--- src/rtl/mc_pkg.sv ---
package mc_pkg;

    localparam int CFG_W = 4;

    typedef enum logic [1:0] {
        FB_PAD  = 2'd0,
        FB_SUM  = 2'd1,
        FB_STOR = 2'd2
    } fb_src_e;

    typedef struct packed {
        logic    registered;
        logic    active_high;
        fb_src_e fb;
    } cell_mode_t;

    // bit0 polarity, bit1 output source, bits3:2 feedback source
    function automatic cell_mode_t decode_cell(input logic [CFG_W-1:0] bits);
        cell_mode_t m;
        m.registered  = 1'b0;
        m.active_high = 1'b1;
        m.fb          = FB_PAD;
        case (bits[3:1])
            3'b000, 3'b001, 3'b010, 3'b011, 3'b100, 3'b101: begin
                m.registered  = bits[1];
                m.active_high = bits[0];
                case (bits[3:2])
                    2'b01:   m.fb = FB_SUM;
                    2'b10:   m.fb = FB_STOR;
                    default: m.fb = FB_PAD;
                endcase
            end
            default: ;
        endcase
        return m;
    endfunction

endpackage

--- src/rtl/mc_clock_sel.sv ---
module mc_clock_sel (
    input  logic clk,
    input  logic rst_n,
    input  logic pin_clk_i,
    input  logic pt_clk_i,
    input  logic src_pt_i,
    input  logic invert_i,
    output logic load_o
);

    typedef struct packed {
        logic prev;
    } sel_state_t;

    sel_state_t st_d, st_q;
    logic       chosen;

    always_comb begin
        chosen = (src_pt_i ? pt_clk_i : pin_clk_i) ^ invert_i;
        st_d   = st_q;
        st_d.prev = chosen;
        load_o = chosen & ~st_q.prev;
    end

    always_ff @(posedge clk or negedge rst_n) begin
        if (!rst_n) begin
            st_q.prev <= 1'b1;
        end else begin
            st_q <= st_d;
        end
    end

    // a single transition yields a single strobe
    p_single_strobe_r9: assert property (@(posedge clk) disable iff (!rst_n)
        load_o |=> !load_o);

    // strobe only while the selected clock is high
    p_strobe_needs_high_r9: assert property (@(posedge clk) disable iff (!rst_n)
        load_o |-> chosen);

endmodule

--- src/rtl/mc_cell.sv ---
module mc_cell
    import mc_pkg::*;
(
    input  logic             clk,
    input  logic             rst_n,
    input  logic             load_i,
    input  logic             preset_i,
    input  logic             clear_i,
    input  logic [CFG_W-1:0] cfg_i,
    input  logic             sum_i,
    input  logic             oe_i,
    input  logic             pad_i,
    output logic             pad_o,
    output logic             pad_oe,
    output logic             fb_o
);

    typedef struct packed {
        logic stored;
    } cell_state_t;

    cell_state_t st_d, st_q;
    cell_mode_t  mode;
    logic        stored_view;
    logic        out_raw;

    always_comb begin
        mode = decode_cell(cfg_i);
        st_d = st_q;
        if (clear_i) begin
            st_d.stored = 1'b0;
        end else if (load_i) begin
            st_d.stored = preset_i ? 1'b1 : sum_i;
        end

        stored_view = clear_i ? 1'b0 : st_q.stored;
        out_raw     = mode.registered ? stored_view : sum_i;
        pad_o       = mode.active_high ? out_raw : ~out_raw;
        pad_oe      = oe_i;

        case (mode.fb)
            FB_SUM:  fb_o = sum_i;
            FB_STOR: fb_o = stored_view;
            default: fb_o = pad_i;
        endcase
    end

    always_ff @(posedge clk or negedge rst_n) begin
        if (!rst_n) begin
            st_q.stored <= 1'b0;
        end else begin
            st_q <= st_d;
        end
    end

    p_capture_r1: assert property (@(posedge clk) disable iff (!rst_n)
        (load_i && !preset_i && !clear_i) |=> (st_q.stored == $past(sum_i)));

    p_hold_r1: assert property (@(posedge clk) disable iff (!rst_n)
        (!load_i && !clear_i) |=> $stable(st_q.stored));

    p_preset_r2: assert property (@(posedge clk) disable iff (!rst_n)
        (load_i && preset_i && !clear_i) |=> st_q.stored);

    p_clear_wins_r4: assert property (@(posedge clk) disable iff (!rst_n)
        clear_i |=> !st_q.stored);

endmodule

--- src/rtl/mc_bank.sv ---
module mc_bank
    import mc_pkg::*;
#(
    parameter int N_CELLS = 8
) (
    input  logic                     clk,
    input  logic                     rst_n,
    input  logic                     pin_clk,
    input  logic                     pt_clk,
    input  logic                     clk_src_pt,
    input  logic                     clk_invert,
    input  logic                     preset_term,
    input  logic                     clear_term,
    input  logic [CFG_W*N_CELLS-1:0] cell_cfg,
    input  logic [N_CELLS-1:0]       sum_term,
    input  logic [N_CELLS-1:0]       oe_term,
    input  logic [N_CELLS-1:0]       pad_i,
    output logic [N_CELLS-1:0]       pad_o,
    output logic [N_CELLS-1:0]       pad_oe,
    output logic [N_CELLS-1:0]       fb_o
);

    logic load;

    mc_clock_sel i_clk_sel (
        .clk       (clk),
        .rst_n     (rst_n),
        .pin_clk_i (pin_clk),
        .pt_clk_i  (pt_clk),
        .src_pt_i  (clk_src_pt),
        .invert_i  (clk_invert),
        .load_o    (load)
    );

    for (genvar g = 0; g < N_CELLS; g++) begin : g_cell
        mc_cell i_cell (
            .clk      (clk),
            .rst_n    (rst_n),
            .load_i   (load),
            .preset_i (preset_term),
            .clear_i  (clear_term),
            .cfg_i    (cell_cfg[g*CFG_W +: CFG_W]),
            .sum_i    (sum_term[g]),
            .oe_i     (oe_term[g]),
            .pad_i    (pad_i[g]),
            .pad_o    (pad_o[g]),
            .pad_oe   (pad_oe[g]),
            .fb_o     (fb_o[g])
        );
    end

    // released pads follow the enable term at the block edge
    p_release_r7: assert property (@(posedge clk) disable iff (!rst_n)
        $fell(oe_term[0]) |-> !pad_oe[0]);

endmodule

--- config.mk ---
export PLATFORM = sky130hd
export DESIGN_NAME = mc_bank
export DESIGN_NICKNAME = d
export VERILOG_FILES = /design/src/rtl/mc_pkg.sv /design/src/rtl/mc_clock_sel.sv /design/src/rtl/mc_cell.sv /design/src/rtl/mc_bank.sv
export SDC_FILE = /design/constraint.sdc
export NUM_CORES = 1
export LEC_CHECK = 0
export BUFFER_PORTS_ARGS = -buffer_cell sky130_fd_sc_hd__buf_4
export CORE_MARGIN = 8
export CORE_UTILIZATION = 46
export CTS_BUF_LIST = sky130_fd_sc_hd__clkbuf_8
export DETAILED_ROUTE_END_ITERATION = 12
export PLACE_DENSITY_LB_ADDON = 0.08
export SYNTH_ARGS = -nofsm -noshare
export SYNTH_HDL_FRONTEND = slang
export SYNTH_SLANG_ARGS = --single-unit
--- constraint.sdc ---
create_clock -name clk -period 1.31 [get_ports clk]
set_input_delay 0.0655 -clock clk [delete_from_list [all_inputs] [get_ports clk]]
set_output_delay 0.0655 -clock clk [all_outputs]
set_load 0.02 [all_outputs]
Word-level counts from Yosys, hierarchy flattened
Index checks and enable logic that the tools add are counted.
- register bits after elaboration: 9
- input bits: 64
- output and inout port bits: 24
- logic and storage cells: 182
- equality and inequality tests: 72
- mux-type cells: 73
- bitwise logic cells: 11
- reductions and logical operators: 17
- operators by type and width (operator ; count):
    2-to-1 mux 1 bit ; 49
    == test 3 x 2 -> 1 bit (second input constant) ; 16
    == test 3 bit (second input constant) ; 16
    OR reduction 6 bit ; 8
    == test 2 x 1 -> 1 bit (second input constant) ; 16
    == test 2 bit (second input constant) ; 16
    2-to-1 mux 4 bit ; 8
    one-hot mux 2 bit (2 select lines) ; 8
    == test 3 x 1 -> 1 bit (second input constant) ; 8
    logical NOT 3 bit ; 8
    one-hot mux 1 bit (2 select lines) ; 8
    inverter 1 bit ; 9
    nonzero test 2 bit ; 1
    AND 1 bit ; 1
    XOR 1 bit ; 1

Logic depth before layout (Yosys ltp)
Gate-level depths: netlist (run 1).
- depth after elaboration: 6
- gate-level depth with buffers: 6
- depth with buffers taken out: 4

Modules after synthesis
A second synthesis (run 1) with hierarchy kept.
- cell total of the unflattened synthesis: 190
- area total of the unflattened synthesis: 1395.1 µm²
- modules (own cells, without submodules) (module ; instances ; cells each ; area an instance (µm²) ; sequential area each (µm²)):
    mc_cell ; 8 ; 23 ; 165.2 ; 25.0
    mc_clock_sel ; 1 ; 6 ; 73.8 ; 26.3

Worst setup path before layout (run 1)
No wires, ideal clock.
- path kind: register to register
- from: register i_clk_sel.st_q
- to: register g_cell[0].i_cell.st_q
- library setup time: 0.133 ns
- arrival time: 0.969 ns
- data required time: 1.177 ns
- setup slack: 0.207 ns
- stages on the path, launching flop included: 4
- buffers on the path: 0
- clock period less this slack: 1.103 ns
- path through: dfstp_2 > nor3b_1 > mux2i_2 > a2bb2oi_1
- longest elaborated chain between the ends: 3
- ends and longest elaborated chain (what ; line ; source):
    from (decl) ; mc_clock_sel.sv:15 ; sel_state_t st_d, st_q;
    from (signal assigned) ; mc_clock_sel.sv:29 ; st_q <= st_d;
    inverter 1 bit ; mc_clock_sel.sv:22 ; load_o = chosen & ~st_q.prev;
    AND 1 bit ; mc_clock_sel.sv:22 ;
    nonzero test 2 bit (no source line) ; -- ;
    to (signal assigned) ; mc_cell.sv:52 ; st_q <= st_d;
    to (decl) ; mc_cell.sv:22 ; cell_state_t st_d, st_q;
Every way passes these cells.
A chain may end at the register's enable or synchronous reset.

Final worst setup path (run 1)
- from: register g_cell[4].i_cell.st_q
- to: output pad_o[4]
- longest elaborated chain between the ends: 4
- ends and longest elaborated chain (what ; line ; source):
    from (decl) ; mc_cell.sv:22 ;
    from (signal assigned) ; mc_cell.sv:52 ;
    2-to-1 mux 1 bit (*) ; mc_cell.sv:36 ; stored_view = clear_i ? 1'b0 : st_q.stored;
    2-to-1 mux 1 bit (*) ; mc_cell.sv:37 ; out_raw = mode.registered ? stored_view : sum_i;
    inverter 1 bit ; mc_cell.sv:38 ; pad_o = mode.active_high ? out_raw : ~out_raw;
    2-to-1 mux 1 bit (*) ; mc_cell.sv:38 ;
    to (decl) ; mc_bank.sv:18 ; output logic [N_CELLS-1:0] pad_o,
Mark *: on every way between the ends. The rest lies on a longest branch, timed or not.

==> results.md, run 1 <==
* Status: finished with violations
* Violated checks: setup timing
* I/O pin count at around 90
* Clock Root Buffer: clkbuf_8
* Area grow syn2layout at 33.22%
* DIE WIDTH at 73.80 um
* Post-synthesis cell count at ~190
* Via count at about 1500
* Number of global-route vias before repair at around 1600
* RSZ-0062 raised after global routing: true
* FF+latch count, synth at 9
* GRT Total Usage at 0.1473
* Synth Area in Compound Gates at 0.2093
* Post-synthesis mux area share at 0.05130
* Gr ovfl total at 0
* Clk_skew at 2.803 ps
* Initial core utilization at 0.4678
* Initial antenna violation count at 0
* Gr busiest metal: met2
* Latest clock arrival within the worst-skew pair at between 200 and 250 ps
* Drt pass-1 iters at 4
* Clock-pin transition on the worst setup and hold timing paths at ~40 ps
* # port buffers at a little over 70
* CTS sink count at 9
* DR iter-0 viols at 43
* Routed WL per cell at roughly 14 um
* Final number of max-transition violations at 0
* FMAX at approximately 740 MHz
* Die ar. at roughly 5400 sq um
* Synth Area in Adders at 0.1954
* CP max FO at 4
* Dpl hpwl at ~3400 um
* Chip height at 73.80 um
* First-pass GRT wire length at 6624 um
* Setup crit end kind: output port
* CTS tree: done
* VDD IR max at 0.0003035 V
* GR met2 Demand/Resource at 0.2697
* Synth Area in Simple Gates at 0.2101
* Post-Syn Area at 1536 sq um
* Top cell family by delay on the critical path: flip-flops
* Placed cell count at about 280
* Fin nets at approximately 330
* Critical path arrival at between 1000 and 1500 ps
* Row cnt at 21
* Syn Nets at 279
* Overall power at ~1.3 mW
* CP bufs+invs at 1
* Num CTS Buffers at 3
* Avg Inst Size Synth at between 8 and 9 sq um
* Register area share after synthesis at 0.1474
* GPL Wtd Cong at slightly above 0.7
* Worst Setup Path Type: reg2out
* Leading cell types in the layout, fill and taps excluded: 74 x buf_4, 24 x ha_1, 22 x nand2_1
* CTS max path bufs at 2
* Routed wire length at between 3000 and 4000 um
* H-tree lvl count at 1
* Slowest CP cell: dfrtp_1
* Worst hold margin at about 42 ps
* Worst Tran Pin Value at about 340 ps
* Vias per cell at 5.287
* Share of layout cells above drive strength 1 at 0.3539
* Main combinational cell family by area after synthesis: simple AND/OR/NAND/NOR gates
* Ys Warns at 0
* Final setup margin at -48.71 ps
* Pwr dens at between 600 and 700 nW/um^2
* Fin crit share at 1.037
* Hold Crit Class: in2reg
* Critical Path Max Stage Delay at roughly 400 ps
* Largest net degree at the start of global routing at 15
* Global-route met3 utilization at 0.05184
* Final ANT Viol Nets at 0
* Drc violations at 0
* Critical path, cell by cell: nor4bb_2 -> o21ai_1 -> o311ai_2 -> buf_4
* CP Launch Type: flop
* Xor-xnor portion of the synthesized cell area at 0.01140
* Global Route met1 Usage at 0.1564
* Static Leak at 1.041 nW
* Netlist cell types at 28
* Number of setup violations in the final report at 2
* Non-filler cells, final at about 290
* Max-Cap Viols at 0
* Fin. Hold Viols at 0
* Core footprint at 3284 sq um
* Commonest non-fill, non-tap cell in the layout: buf_4
* Final antenna diode count at 0
* Worst EP required at 1240 ps
* Post-layout min period at 1359 ps
* Max-slew headroom at 0.7705
==> cells by family after synthesis <==
family,count (synthesis)
AOI/OAI and AO/OA,47
xor gates and xnor gates,2
adders and majority gates,24
buffers and inverters,45
DFF,9
muxes,5
and+or+nand+nor,59
==> path summary, 6_finish.rpt <==
path	startpoint	slack (ps)	depth (start not counted)	endpoint
max	g_cell[4].i_cell.st_q	-50	4	pad_o[4]
min	clk_invert	40	2	i_clk_sel.st_q
max reg2reg	i_clk_sel.st_q	120	3	g_cell[1].i_cell.st_q
min reg2reg	g_cell[3].i_cell.st_q	550	2	g_cell[3].i_cell.st_q
max in group asynchronous	rst_n	880	2	i_clk_sel.st_q
min in group asynchronous	rst_n	210	2	g_cell[2].i_cell.st_q
==> layer usage <==
metal	routed length [um]	vias to the layer above
met5	0	-
met4	16	0
met3	309	6
met2	2113	51
met1	1557	711
li1	-	760
==> flip-flops by register name (all words and copies together), names as in the netlist <==
| name | cells |
|---|---|
| i_clk_sel.st_q | 1 |
| g_cell.i_cell.st_q | 8 |
==> area by class of cell <==
type	count	area (sq um)
flip-flops and latches	9	226.5
fillers	289	1237
repair buffers	75	565.5
clock inverters	1	3.754
inverters	18	67.56
well taps	46	57.56
multi-input cells	137	1085
clock buffers	3	41.29
==> stage by stage <==
step	TNS, ps	instance area, sq um	utilization	setup slack [ps]
2_1_floorplan	0	1536	-	207.5
3_3_place_gp	0	1948	0.5931	172.1
3_5_place_dp	0	1948	0.5931	123.3
4_1_cts	-8.399	2018	0.6145	-8.399
5_1_grt	-573.8	2047	0.6232	-127.0
6_report	-79.16	2047	0.6232	-48.71
==> synthesized netlist by cell type, drive strengths merged <==
library cell	n	share of area
a21oi	8	0.026
a2bb2oi	7	0.040
a311oi	1	0.0057
a32oi	8	0.046
and3	7	0.029
buf	27	0.13
dfrtp	8	0.13
dfstp	1	0.017
ha	24	0.20
inv	18	0.044
mux2i	5	0.051
nand2	22	0.054
nand2b	2	0.0081
nor2	8	0.020
nor2b	8	0.033
nor3	2	0.0065
nor3b	2	0.0098
nor4b	1	0.0057
nor4bb	7	0.046
o21ai	16	0.052
o311ai	7	0.040
xnor2	2	0.011
==> power by group <==
group | leakage, nW | total [mW] | internal [mW] | switching [mW]
logic | 0.899 | 0.647 | 0.340 | 0.307
clock network | 0.0269 | 0.307 | 0.204 | 0.103
registers | 0.116 | 0.356 | 0.319 | 0.0371
==> repair_timing <==
action                     in CTS  in global routing
setup endpoints to repair       5                  8
setup buffers                   0                  0
pin swaps                       1                  4
hold endpoints to repair        9                  0
hold buffers                    1                  0
gates resized for setup         4                  5
(Power assumes the default switching activity.)
==> run 2: changes to the inputs <==
--- a/config.mk
+++ b/config.mk
@@ -6,11 +6,11 @@
 export NUM_CORES = 1
 export LEC_CHECK = 0
 export BUFFER_PORTS_ARGS = -buffer_cell sky130_fd_sc_hd__buf_4
-export CORE_MARGIN = 8
-export CORE_UTILIZATION = 46
+export CORE_UTILIZATION = 44
 export CTS_BUF_LIST = sky130_fd_sc_hd__clkbuf_8
 export DETAILED_ROUTE_END_ITERATION = 12
 export PLACE_DENSITY_LB_ADDON = 0.08
 export SYNTH_ARGS = -nofsm -noshare
 export SYNTH_HDL_FRONTEND = slang
+export SYNTH_HIERARCHICAL = 1
 export SYNTH_SLANG_ARGS = --single-unit
==> run 2 against run 1 <==
Sequential power down 5.6%. Highest routed layer unchanged. Largest power group unchanged. Register-to-register slack worse by 40 ps. Worst setup slack better by 64 ps. The run now ends clean. Die area down 38%.
==> results.md, run 2 <==
* Fin. Hold Viols at 0
* Largest reg by FF count: g_cell.i_cell/st_q
* Static Leak at 1.063 nW
* Post-layout util at 0.6793
* FMAX at between 700 and 800 MHz
* Row cnt at 20
* Worst hold margin at ~130 ps
* FF+latch count, synth at 9
* Clock-pin transition on the worst setup and hold timing paths at 50 ps
* Latest clock arrival within the worst-skew pair at 230 ps
* Register area share after synthesis at 0.1623
* CTS tree: done
* Critical path arrival at between 1000 and 1500 ps
* Vias per cell at 4.848
* Largest regs: g_cell.i_cell/st_q: 8 flops, i_clk_sel/st_q: 1 flops
* Gr ovfl total at 0
* Pwr dens at approximately 640 nW/um^2
* Non-filler cells, final at between 300 and 400
* DR iter-0 viols at 26
* Max-Cap Viols at 0
* CTS max path bufs at 2
* Area contributors post-synth: dfrtp_1 14%, ha_1 14%, nand2b_1 7.2%, nor2_1 6.7%, inv_1 6.5%
* Netlist cell types at 19
* DIE WIDTH at roughly 58 um
* Routed WL per cell at roughly 10 um
* Drt pass-1 iters at 4
* Post-layout min period at approximately 1300 ps
* Ys flop type: dfrtp_1
* R2r startpoint: i_clk_sel/st_q
* Leading cell types in the layout, fill and taps excluded: 77 x buf_4, 25 x nor2_1, 24 x inv_1
* Syn Nets at 270
* Max FFs per register at 8
* Chip height at roughly 58 um
* Hold Crit Class: in2out
* Number of setup violations in the final report at 0
* First-pass GRT wire length at 4885 um
* Final antenna diode count at 0
* Worst Setup Path Type: reg2out
* RSZ-0062 raised after global routing: true
* Num CTS Buffers at 3
* Final ANT Viol Nets at 0
* Worst Setup SP: g_cell[2].i_cell/st_q
* CP Launch Type: flop
* # port buffers at 71
* Area grow syn2layout at 47.44%
* Core footprint at just over 3000 sq um
* Avg Inst Size Synth at between 7 and 8 sq um
* Setup crit end kind: output port
* Post-synth ARST share at 1.000
* Clock Root Buffer: clkbuf_8
* Overall power at ~1.3 mW
* Final setup margin at between 15 and 20 ps
* Post-route cell area at 2057 sq um
* Via count at 1498
* Post-Syn Area at between 1000 and 1500 sq um
* CP max FO at 3
* Die ar. at 3400 sq um
* Post-synth EDFFs at 0
* Routed wire length at 3042 um
* Worst EP required at 1240 ps
* Largest net degree at the start of global routing at 25
* Pre-CTS WS at about 74 ps
* Synth top cells by count: 25 x nor2_1, 24 x inv_1, 16 x ha_1, 16 x nand2_1, 16 x nand2b_1
* Placed cell count at ~300
* Yosys top cell by area: dfrtp_1
* Status: complete, no violations
* GRT Total Usage at 0.1798
* Clk_skew at roughly 1.8 ps
* Post-synthesis cell count at 190
* CTS sink count at 9
* Final number of max-transition violations at 0
* Most common cell in the netlist: nor2_1
* Dpl hpwl at 2381 um
* Number of global-route vias before repair at between 1000 and 1500
* Initial antenna violation count at 0
* Synth top area share at 0.1435
* DP Area at around 1900 sq um
* Drc violations at 0
* H-tree lvl count at 1
* Share of layout cells above drive strength 1 at 0.3585
* GPL Wtd Cong at a little over 0.7
* Worst Tran Pin Value at 253.9 ps
* Fin nets at about 350
* I/O pin count at approximately 90
* Max-slew headroom at 0.8274
* Fin crit share at 0.9882
* Ys Warns at 6
* Initial core utilization at 0.4607
* Setup_tns at 0 ps
* VDD IR max at about 0.00036 V
* Commonest non-fill, non-tap cell in the layout: buf_4
* Reg2Reg Setup Slack at approximately 80 ps
* Hold Crit Start: oe_term[0]
run 2: layout make-up:
class / count / area [sq um]
Inverter: 24 / 90.09
Tap cell: 44 / 55.05
Multi-Input combinational cell: 149 / 1041
Fill cell: 297 / 970.9
Clock buffer: 3 / 41.29
Sequential cell: 9 / 226.5
Timing Repair Buffer: 79 / 598.1
Clock inverter: 1 / 5.005
run 2: layer usage:
metal  up-vias  GRT usage  part of all wire
li1        791          -                 -
met1       651     0.2135              0.44
met2        49     0.3251              0.48
met3         7    0.03736             0.074
met4         0    0.05442             0.012
met5         -          0                 0
run 2: critical path, cell delays in order (launching register included):
cell and delay (ps):
dfrtp_1 390, nand2b_2 70, xnor2_1 120, a311oi_1 220
buf_4 190
run 2: report_power, final:
part	total (mW)	switching (mW)	leakage [nW]	internal, mW
Clock	0.322	0.115	0.0255	0.208
Sequential	0.336	0.0235	0.116	0.313
Combinational	0.666	0.315	0.922	0.351
Total	1.32	0.453	1.06	0.872
run 2: logic make-up (layout without fill, tap and decap cells):
kind of cell	count (synthesis)	after routing	share of synthesized area
AO/OA/AOI/OAI	40	40	0.2009
XOR/XNOR	9	9	0.05651
AND/OR/NAND/NOR	82	82	0.3085
buffers and inverters	32	107	0.1076
flip-flops	9	9	0.1623
multiplexers	2	2	0.02062
adder cells (fa/ha/maj)	16	16	0.1435
run 2: path summary, 6_finish.rpt:
| path | endpoint | depth (start not counted) |
|---|---|---|
| max | pad_o[2] | 4 |
| min | pad_oe[0] | 0 |
| max reg2reg | g_cell[4].i_cell/st_q | 3 |
| min reg2reg | g_cell[6].i_cell/st_q | 2 |
| max in group asynchronous | i_clk_sel/st_q | 2 |
| min in group asynchronous | g_cell[3].i_cell/st_q | 2 |
run 2: repair_timing:
item | in CTS | in global routing
gates cloned | 0 | 0
gates resized for setup | 0 | 6
hold endpoints to repair | 9 | 1
pin swaps | 5 | 3
setup buffers | 5 | 1
endpoints found under the setup margin | 6 | 11
hold buffers | 1 | 1
==> run 3: changes to the inputs <==
--- a/config.mk
+++ b/config.mk
@@ -9,6 +9,7 @@
 export CORE_UTILIZATION = 44
 export CTS_BUF_LIST = sky130_fd_sc_hd__clkbuf_8
 export DETAILED_ROUTE_END_ITERATION = 12
+export GPL_TIMING_DRIVEN = 0
 export PLACE_DENSITY_LB_ADDON = 0.08
 export SYNTH_ARGS = -nofsm -noshare
 export SYNTH_HDL_FRONTEND = slang
==> constraint.sdc (replaced) <==
create_clock -name clk -period 1.31 [get_ports clk]
set_input_delay 0.131 -clock clk [delete_from_list [all_inputs] [get_ports clk]]
set_output_delay 0.131 -clock clk [all_outputs]
set_load 0.02 [all_outputs]
==> run 3 against run 2 <==
The run now ends with setup timing left. Cell count increased by 5.2%. Routed wire length increased by 0.56%. Via count increased by 3.0%. Die area unchanged.
==> results.md, run 3 (synthesis results as in run 2) <==
* Status: finished with violations
* Violated checks: setup timing
* Row cnt at 20
* Static Leak at 1.172 nW
* Initial core utilization at 0.4607
* DP Area at between 2000 and 2500 sq um
* Clk_skew at between 4 and 5 ps
* Number of global-route vias before repair at ~1300
* Worst Setup Path Type: reg2out
* DIE WIDTH at ~58 um
* Share of layout cells above drive strength 1 at 0.4235
* Via count at about 1500
* Fin. Hold Viols at 0
* Worst R2R End: g_cell[4].i_cell/st_q
* Final number of max-transition violations at 0
* Hold Crit Start: clk_invert
* Final ANT Viol Nets at 0
* H-tree lvl count at 1
* Initial antenna violation count at 0
* GRT Total Usage at 0.1846
* Clock Root Buffer: clkbuf_8
* DR iter-0 viols at 26
* CP Launch Type: flop
* Overall power at ~1.4 mW
* FMAX at roughly 720 MHz
* VDD IR max at roughly 0.00036 V
* Area grow syn2layout at 59.82%
* Chip height at about 58 um
* Routed wire length at 3059 um
* Post-layout min period at between 1000 and 1500 ps
* Max-Cap Viols at 0
* Setup crit end kind: output port
* Clock-pin transition on the worst setup and hold timing paths at 50 ps
* Largest reg by FF count: g_cell.i_cell/st_q
* Pwr dens at between 600 and 700 nW/um^2
* Hold endpoint: i_clk_sel/st_q
* Commonest non-fill, non-tap cell in the layout: buf_4
* Worst Hold Path Cells at 2
* Critical path arrival at around 1300 ps
* Num CTS Buffers at 3
* # port buffers at 79
* Leading cell types in the layout, fill and taps excluded: 94 x buf_4, 25 x inv_1, 25 x nor2_1
* Largest net degree at the start of global routing at 25
* CTS sink count at 9
* Fin nets at 362
* Post-route cell area at between 2000 and 2500 sq um
* Setup_tns at -195.8 ps
* Reg2Reg Setup Slack at 60 ps
* Routed WL per cell at between 9 and 10 um
* Drc violations at 0
* Latest clock arrival within the worst-skew pair at between 200 and 250 ps
* Drt pass-1 iters at 4
* Gr ovfl total at 0
* R2r startpoint: i_clk_sel/st_q
* Die ar. at approximately 3400 sq um
* Register-to-Register Path Depth at 3
* Vias per cell at 4.748
* Core footprint at between 3000 and 4000 sq um
* First-pass GRT wire length at 5078 um
* RSZ-0062 raised after global routing: true
* Number of setup violations in the final report at 6
* Worst Tran Pin Value at approximately 270 ps
* I/O pin count at between 80 and 90
* Dpl hpwl at 2479 um
* Final antenna diode count at 0
* CTS tree: done
* Max FFs per register at 8
* GPL Wtd Cong at roughly 0.77
* Fin crit share at 1.060
* Hold Crit Class: in2reg
* Max-slew headroom at 0.8186
* Largest regs: g_cell.i_cell/st_q: 8 flops, i_clk_sel/st_q: 1 flops
* CP max FO at 2
* Final setup margin at -79.19 ps
* Worst EP required at roughly 1200 ps
* CTS max path bufs at 2
-- run 3: changes by cell type in the layout (fill, tap and decap cells not counted), sizes merged --
cell / delta
clkinv: -1
inv: +1
buf: +17
dlygate4sd3: -1
-- run 3: where the power goes --
part / total [mW] / leakage [nW] / switching [mW] / internal [mW]
clock network: 0.312 / 0.0269 / 0.108 / 0.204
registers: 0.338 / 0.116 / 0.0248 / 0.313
logic: 0.751 / 1.03 / 0.353 / 0.398
-- run 3: worst max-delay path by stage --
stage,from,endpoint,slack (ps),cells after the start
2_1_floorplan,g_cell[0].i_cell/st_q,pad_o[0],20,3
3_3_place_gp,clear_term,pad_o[5],70,5
3_5_place_dp,clear_term,pad_o[4],40,5
4_1_cts,g_cell[1].i_cell/st_q,pad_o[1],-60,4
5_1_grt,g_cell[4].i_cell/st_q,pad_o[4],-110,4
6_report,g_cell[4].i_cell/st_q,pad_o[4],-80,4
-- run 3: critical path, stage by stage, from the launching register on --
cell and delay [ps]:
dfrtp_1 380, nand2b_2 70, xnor2_1 120, a311oi_1 260, buf_4 200
-- run 3: area by class of cell --
class | count | area, sq um
Inverter | 24 | 90.09
Tap cell | 44 | 55.05
Timing Repair Buffer | 87 | 655.6
Buffer | 8 | 60.06
Clock inverter | 1 | 3.754
Clock buffer | 3 | 41.29
Multi-Input combinational cell | 149 | 1097
Fill cell | 258 | 798.3
Sequential cell | 9 | 226.5
-- run 3: what timing repair did --
item                                   4_1_cts  5_1_grt
hold buffers                                 1        0
endpoints found under the hold margin        9        0
gates resized for setup                      3       16
setup endpoints to repair                    8       16
pin swaps                                    8        1
setup buffers                                7        0
-- run 3: layer usage --
metal | part of all wire | global-route usage
met2 | 0.46 | 0.3235
met4 | 0.010 | 0.04082
met1 | 0.45 | 0.2342
met3 | 0.071 | 0.03736
met5 | 0 | 0
-- run 3: stage by stage --
stage                     setup WS [ps]  std cells  hold slack [ps]  utilization
final                            -79.19        325            61.81       0.7364
after global routing             -110.7        325            66.11       0.7364
after CTS                        -56.40        325            58.38       0.7120
after detailed placement          42.62        313           -40.58       0.6748
after global placement            69.37        313           -38.01       0.6748
after floorplan                   24.89        190           -164.6            -
